<file path="config.mk">
export PLATFORM = sky130hd
export DESIGN_NAME = ivec_ctrl
export DESIGN_NICKNAME = d
export VERILOG_FILES = /design/src/rtl/ivec_pkg.sv /design/src/rtl/ivec_chan.sv /design/src/rtl/ivec_fmt.sv /design/src/rtl/ivec_ctrl.sv
export SDC_FILE = /design/constraint.sdc
export NUM_CORES = 1
export LEC_CHECK = 0
export ABC_AREA = 1
export BUFFER_PORTS_ARGS = -buffer_cell sky130_fd_sc_hd__buf_2
export CAP_MARGIN = 20
export CORE_MARGIN = 10
export CORE_UTILIZATION = 47
export DETAILED_ROUTE_END_ITERATION = 8
export PLACE_DENSITY = 0.9
export SETUP_SLACK_MARGIN = 0.5
export SYNTH_ARGS = -nofsm -noshare
export SYNTH_HDL_FRONTEND = slang
export SYNTH_SLANG_ARGS = --single-unit
</file>
<file path="constraint.sdc">
create_clock -name clk -period 2 [get_ports clk]
set_clock_uncertainty 0.15 [all_clocks]
set_input_delay 0.6 -clock clk [delete_from_list [all_inputs] [get_ports clk]]
set_output_delay 0.6 -clock clk [all_outputs]
set_load 0.05 [all_outputs]
</file>
<file path="src/rtl/ivec_pkg.sv">
package ivec_pkg;
    localparam int NUM_CH  = 2;
    localparam int CODE_W  = 3;
    localparam int VEC_W   = 8;
    localparam int MODE_W  = 2;
    localparam int PEND_W  = 2 * NUM_CH;

    localparam logic [CODE_W-1:0] CODE_NONE = 3'b011;

    typedef struct packed {
        logic rx_req;
        logic tx_req;
        logic tx_pend;
    } chan_st_t;

    typedef struct packed {
        logic             irq;
        logic [VEC_W-1:0] vec;
    } top_st_t;

    function automatic logic [CODE_W-1:0] src_code(input logic is_a, input logic is_rx);
        return {is_a, is_rx, 1'b0};
    endfunction
endpackage

</file>
<file path="src/rtl/ivec_chan.sv">
module ivec_chan
    import ivec_pkg::*;
(
    input  logic              clk,
    input  logic              rst_n,
    input  logic              rx_set,
    input  logic              rx_clr,
    input  logic              tx_set,
    input  logic              tx_clr,
    input  logic              tx_ie,
    input  logic [MODE_W-1:0] rx_mode,
    input  logic              brk_ie,
    input  logic              brk_stat,
    output logic              rx_req_q,
    output logic              tx_req_q,
    output logic              tx_pend_q,
    output logic              rx_req_nxt,
    output logic              tx_req_nxt,
    output logic              req_nxt,
    output logic              any_ev
);
    chan_st_t st_d, st_q;
    logic     rx_irq_mode;

    always_comb begin
        st_d        = st_q;
        st_d.rx_req = rx_set | (st_q.rx_req & ~rx_clr);
        st_d.tx_req = tx_set | (st_q.tx_req & ~tx_clr);
        // transmit pending bit: raised on set or on re-raise after an rx clear
        st_d.tx_pend = (tx_ie & (tx_set | (rx_clr & st_d.tx_req)))
                     | (st_q.tx_pend & ~tx_clr);
        rx_irq_mode = (rx_mode == 2'b01) || (rx_mode == 2'b10);
        req_nxt     = (tx_ie & st_d.tx_req) | (rx_irq_mode & st_d.rx_req)
                    | (brk_ie & brk_stat);
        any_ev      = rx_set | rx_clr | tx_set | tx_clr;
    end

    always_ff @(posedge clk or negedge rst_n) begin
        if (!rst_n) st_q <= '0;
        else        st_q <= st_d;
    end

    assign rx_req_q   = st_q.rx_req;
    assign tx_req_q   = st_q.tx_req;
    assign tx_pend_q  = st_q.tx_pend;
    assign rx_req_nxt = st_d.rx_req;
    assign tx_req_nxt = st_d.tx_req;

    // a lone transmit clear drops the pending bit
    a_r5_tx_clear: assert property (@(posedge clk) disable iff (!rst_n)
        (tx_clr && !tx_set) |=> !tx_pend_q);
    // a transmit raise with the enable off leaves the pending bit low
    a_r3_tx_masked: assert property (@(posedge clk) disable iff (!rst_n)
        (!tx_pend_q && tx_set && !tx_ie) |=> !tx_pend_q);
    // a receive set is seen as a request next cycle
    a_r2_rx_set: assert property (@(posedge clk) disable iff (!rst_n)
        rx_set |=> rx_req_q);
endmodule

</file>
<file path="src/rtl/ivec_fmt.sv">
module ivec_fmt
    import ivec_pkg::*;
(
    input  logic [CODE_W-1:0] code,
    input  logic              stat_hi,
    output logic [VEC_W-1:0]  vec
);
    localparam int LO_POS = 1;
    localparam int HI_POS = 4;

    always_comb begin
        vec = '0;
        if (stat_hi) vec[HI_POS +: CODE_W] = code;
        else         vec[LO_POS +: CODE_W] = code;
    end

    initial begin
        a_r4_code_fits: assert (HI_POS + CODE_W <= VEC_W);
    end
endmodule

</file>
<file path="src/rtl/ivec_ctrl.sv">
module ivec_ctrl
    import ivec_pkg::*;
(
    input  logic                     clk,
    input  logic                     rst_n,
    input  logic [NUM_CH-1:0]        rx_set,
    input  logic [NUM_CH-1:0]        rx_clr,
    input  logic [NUM_CH-1:0]        tx_set,
    input  logic [NUM_CH-1:0]        tx_clr,
    input  logic [NUM_CH-1:0]        tx_ie,
    input  logic [NUM_CH*MODE_W-1:0] rx_mode,
    input  logic [NUM_CH-1:0]        brk_ie,
    input  logic [NUM_CH-1:0]        brk_stat,
    input  logic                     stat_hi,
    output logic                     irq,
    output logic [PEND_W-1:0]        pend,
    output logic [VEC_W-1:0]         vec
);
    localparam logic [VEC_W-1:0] VEC_RST = VEC_W'({CODE_NONE, 1'b0});

    logic [NUM_CH-1:0] rx_req_q, tx_req_q, tx_pend_q;
    logic [NUM_CH-1:0] rx_req_nxt, tx_req_nxt, req_nxt, any_ev;
    logic [CODE_W-1:0] sel_code;
    logic [VEC_W-1:0]  fmt_vec;
    top_st_t           st_d, st_q;

    for (genvar c = 0; c < NUM_CH; c++) begin : g_chan
        ivec_chan u_chan (
            .clk        (clk),
            .rst_n      (rst_n),
            .rx_set     (rx_set[c]),
            .rx_clr     (rx_clr[c]),
            .tx_set     (tx_set[c]),
            .tx_clr     (tx_clr[c]),
            .tx_ie      (tx_ie[c]),
            .rx_mode    (rx_mode[c*MODE_W +: MODE_W]),
            .brk_ie     (brk_ie[c]),
            .brk_stat   (brk_stat[c]),
            .rx_req_q   (rx_req_q[c]),
            .tx_req_q   (tx_req_q[c]),
            .tx_pend_q  (tx_pend_q[c]),
            .rx_req_nxt (rx_req_nxt[c]),
            .tx_req_nxt (tx_req_nxt[c]),
            .req_nxt    (req_nxt[c]),
            .any_ev     (any_ev[c])
        );
        // pending layout: channel 0 (A) in the upper pair, rx above tx
        assign pend[PEND_W-1-2*c] = rx_req_q[c];
        assign pend[PEND_W-2-2*c] = tx_pend_q[c];
    end

    // lowest channel index with an event owns the vector update
    always_comb begin
        sel_code = CODE_NONE;
        for (int c = NUM_CH - 1; c >= 0; c--) begin
            if (any_ev[c]) begin
                if (rx_req_nxt[c])      sel_code = src_code(c == 0, 1'b1);
                else if (tx_req_nxt[c]) sel_code = src_code(c == 0, 1'b0);
                else                    sel_code = CODE_NONE;
            end
        end
    end

    ivec_fmt u_fmt (
        .code    (sel_code),
        .stat_hi (stat_hi),
        .vec     (fmt_vec)
    );

    always_comb begin
        st_d     = st_q;
        st_d.irq = |req_nxt;
        if (|any_ev) st_d.vec = fmt_vec;
    end

    always_ff @(posedge clk or negedge rst_n) begin
        if (!rst_n) begin
            st_q.irq <= 1'b0;
            st_q.vec <= VEC_RST;
        end else begin
            st_q <= st_d;
        end
    end

    assign irq = st_q.irq;
    assign vec = st_q.vec;

    // an enabled receive raise on A drives the request line
    a_r7_rx_irq: assert property (@(posedge clk) disable iff (!rst_n)
        (rx_set[0] && rx_mode[1:0] == 2'b01) |=> irq);
    // low placement keeps the upper nibble and bit 0 clear
    a_r4_low_form: assert property (@(posedge clk) disable iff (!rst_n)
        ((|any_ev) && !stat_hi) |=> (vec[7:4] == 4'h0 && vec[0] == 1'b0));
    // clearing A receive with A transmit still requested re-raises transmit
    a_r6_reraise: assert property (@(posedge clk) disable iff (!rst_n)
        (rx_clr[0] && !rx_set[0] && !tx_clr[0] && tx_req_q[0] && tx_ie[0])
        |=> (pend[2] && (vec[3:1] == 3'b100 || vec[6:4] == 3'b100)));
    // a channel A event wins the vector over B
    a_r9_a_first: assert property (@(posedge clk) disable iff (!rst_n)
        (rx_set[0] && rx_set[1] && !stat_hi) |=> (vec[3:1] == 3'b110));
endmodule

</file>
==> results.yml <==
run_status:
  status: "completed"
grt:
  antenna_found_initial: 0
  grt_use_total_pct: 10.6
  first_global_vias: 702
  grt_start_max_net_pins: 14
  overflow: 0
  grt_pass1_wl_um: 2960
placement:
  place_area_sq_um: 838
  place.gp.congestion: 0.742
  dp_hpwl_um: 1350
  pre_cts_ws_ps: 385
  placement.io_buffers: 31
routing:
  wl_met1_um: 729
  drt_pass1_iterations: 4
  wl_met2_um: 937
  avgViaCountPerCell: 4.56
  wl_per_cell_um: 13.1
  wl_met3_um: 156
  wirelength_um: 1830
  ant_nets: 0
  highest-signal-layer: "met4"
  vias: 638
  drcViolationCount: 0
  drt_iter0_markers: 4
finish:
  antenna_cells: 0
  finalNetCount: 147
  drive_gt1_share_pct: 47.2
  final_util_pct: 74.7
  area_growth_pct: 42.9
  final_area_sq_um: 1010
clocking:
  cts_sinks: 13
  hold_buffers: 0
  htree_levels: 1
  worstSkewPairLatency_ps: 270
  cts_tree: "built"
  cts.clk_slew.worst_paths_ps: 80
  cts-root-buf: "clkbuf_4"
  cts_max_path_buffers: 2
  cts_buffers: 3
setup_path:
  crit_required_ps: 1250
  crit_chain: "buf_8"
  worstSetupEndpointType: "output port"
  cp-startpoint: "vec[1]"
  crit_type: "register to output port"
  worstSetupPathDepth: 1
  r2r-start: "g_chan[0].u_chan.rx_req_q"
  slowest_delay_ps: 560
  cp_slowest_cell: "dfstp_2"
  crit_fanout: 2
  r2r_setup_slack_ps: 650
  worstSetupStartpointType: "register"
  crit_arrival_ps: 980
  r2r_cells: 7
  crit_buf_inv: 1
  path_delay_family: "flip-flops"
floorplan:
  row_count: 13
  die_x_um: 58.8
  start_util_pct: 52.3
  dieArea_sq_um: 3450
  io_pins: 34
  dieHeight_um: 58.8
  design.core.area_sq_um: 1350
timing:
  maxSlewViolCount: 0
  setup_tns_ps: 0
  setup_slack_ps: 267
  fin_crit_ps: 1730
  rsz0062_at_grt: "true"
  fin_crit_sh_pct: 86.6
  setup_viol: 0
  hold_viol: 0
  max_freq_ghz: 0.577
pwr:
  p_total_mw: 0.671
  switching_share_pct: 34.0
  p_seq_share_pct: 44.4
  p_sw_mw: 0.228
  vdd_ir_drop_max_v: 0.000428
  power_density_nw_per_um2: 666
  p_leak_nw: 0.582
  pwr-share-clk_pct: 24.2
  comb_power_share_pct: 31.5
  p_int_mw: 0.443
hold_path:
  hold_class: "input port to asynchronous set/reset pin"
run:
  drv_cap: 0
synth:
  yosysTopAreaCell: "dfrtp_1"
  synth_area_leaders: "dfrtp_1, nand2_1, dfstp_2"
  yosysWarnings: 0
  avgSynthCellArea_sq_um: 8.21
  synthCells: 86
  synth_area_sq_um: 706
  ys_ff_latch: 13
  ys_seq_area_share_pct: 46.5
  synth_top_area_share_pct: 39.0
  synth.distinct_cells: 19
registers in the layout, indices dropped and copies added, names as in the netlist:
signal                   cells
g_chan.u_chan.tx_pend_q      2
g_chan.u_chan.rx_req_q       2
irq                          1
g_chan.u_chan.tx_req_q       2
vec                          6
Yosys cell counts:
cell and instances:
nand3_1 5, xor2_1 2, o21ai_1 3, nand4_1 1
a21oi_1 1, conb_1 1, nand2_4 1, dfrtp_1 11
nor2_2 6, inv_1 11, buf_4 6, nand2_2 3
inv_2 1, dfstp_2 2, nor2_1 2, a21oi_2 2
o21ai_0 1, nor2_8 1, nand2_1 26
power groups by stage:
| stage | Clock (mW) | Combinational [mW] | Sequential [mW] |
|---|---|---|---|
| after floorplan | 0 | 0.0934 | 0.331 |
| after global placement | 0 | 0.166 | 0.298 |
| after detailed placement | 0 | 0.169 | 0.298 |
| after CTS | 0.165 | 0.203 | 0.297 |
| after global routing | 0.178 | 0.227 | 0.300 |
| final | 0.162 | 0.211 | 0.298 |
metrics by stage:
| stage | hold slack, ps | cells |
|---|---|---|
| global route | 53.7 | 140 |
| finish | 45.3 | 140 |
| CTS | 48.7 | 136 |
| floorplan | 154 | 87 |
| global placement | 307 | 127 |
| detailed placement | 311 | 127 |
cell type report:
cell class	count	area, sq um
Fill cell	108	342
Timing Repair Buffer	40	299
Clock buffer	4	26.3
Inverter	12	45.0
Tap cell	15	18.8
Multi-Input combinational cell	56	292
Sequential cell	13	328
layout by cell type (no fill, tap or decap), types with 2 or more instances in the layout:
master and n:
a21oi_2 2, buf_2 20, buf_4 9, buf_6 9, buf_8 2, clkbuf_4 3, conb_1 2, dfrtp_1 11
dfstp_2 2, inv_1 11, nand2_1 26, nand2_2 3, nand3_1 5, nor2_1 2, nor2_2 6, o21ai_1 3
xor2_1 2
logic make-up (layout without fill, tap and decap cells):
| kind of cell | Yosys count | after routing | share of synthesized area (%) |
|---|---|---|---|
| buffers and inverters | 18 | 56 | 12.8 |
| AO/OA/AOI/OAI | 7 | 7 | 6.03 |
| XOR/XNOR | 2 | 2 | 2.48 |
| flip-flops | 13 | 13 | 46.5 |
| AND/OR/NAND/NOR | 45 | 45 | 31.7 |
| other | 1 | 2 | 0.531 |
metal layers:
metal  track usage [%]  up-vias
met4              3.93        0
li1                  -      331
met3              4.94        2
met1              10.7      279
met2              18.5       26
met5                 0        -
path summary, 6_finish.rpt:
path,endpoint
max,vec[1]
min,vec[6]
max reg2reg,vec[4]
min reg2reg,vec[1]
max in group asynchronous,vec[1]
min in group clk,vec[1]
what timing repair did:
item | CTS | global route
buffers inserted | 5 | 4
resized for setup | 24 | 0
setup endpoints to repair | 11 | 11
endpoints found under the hold margin | 0 | 0
(Power assumes the default switching activity.)
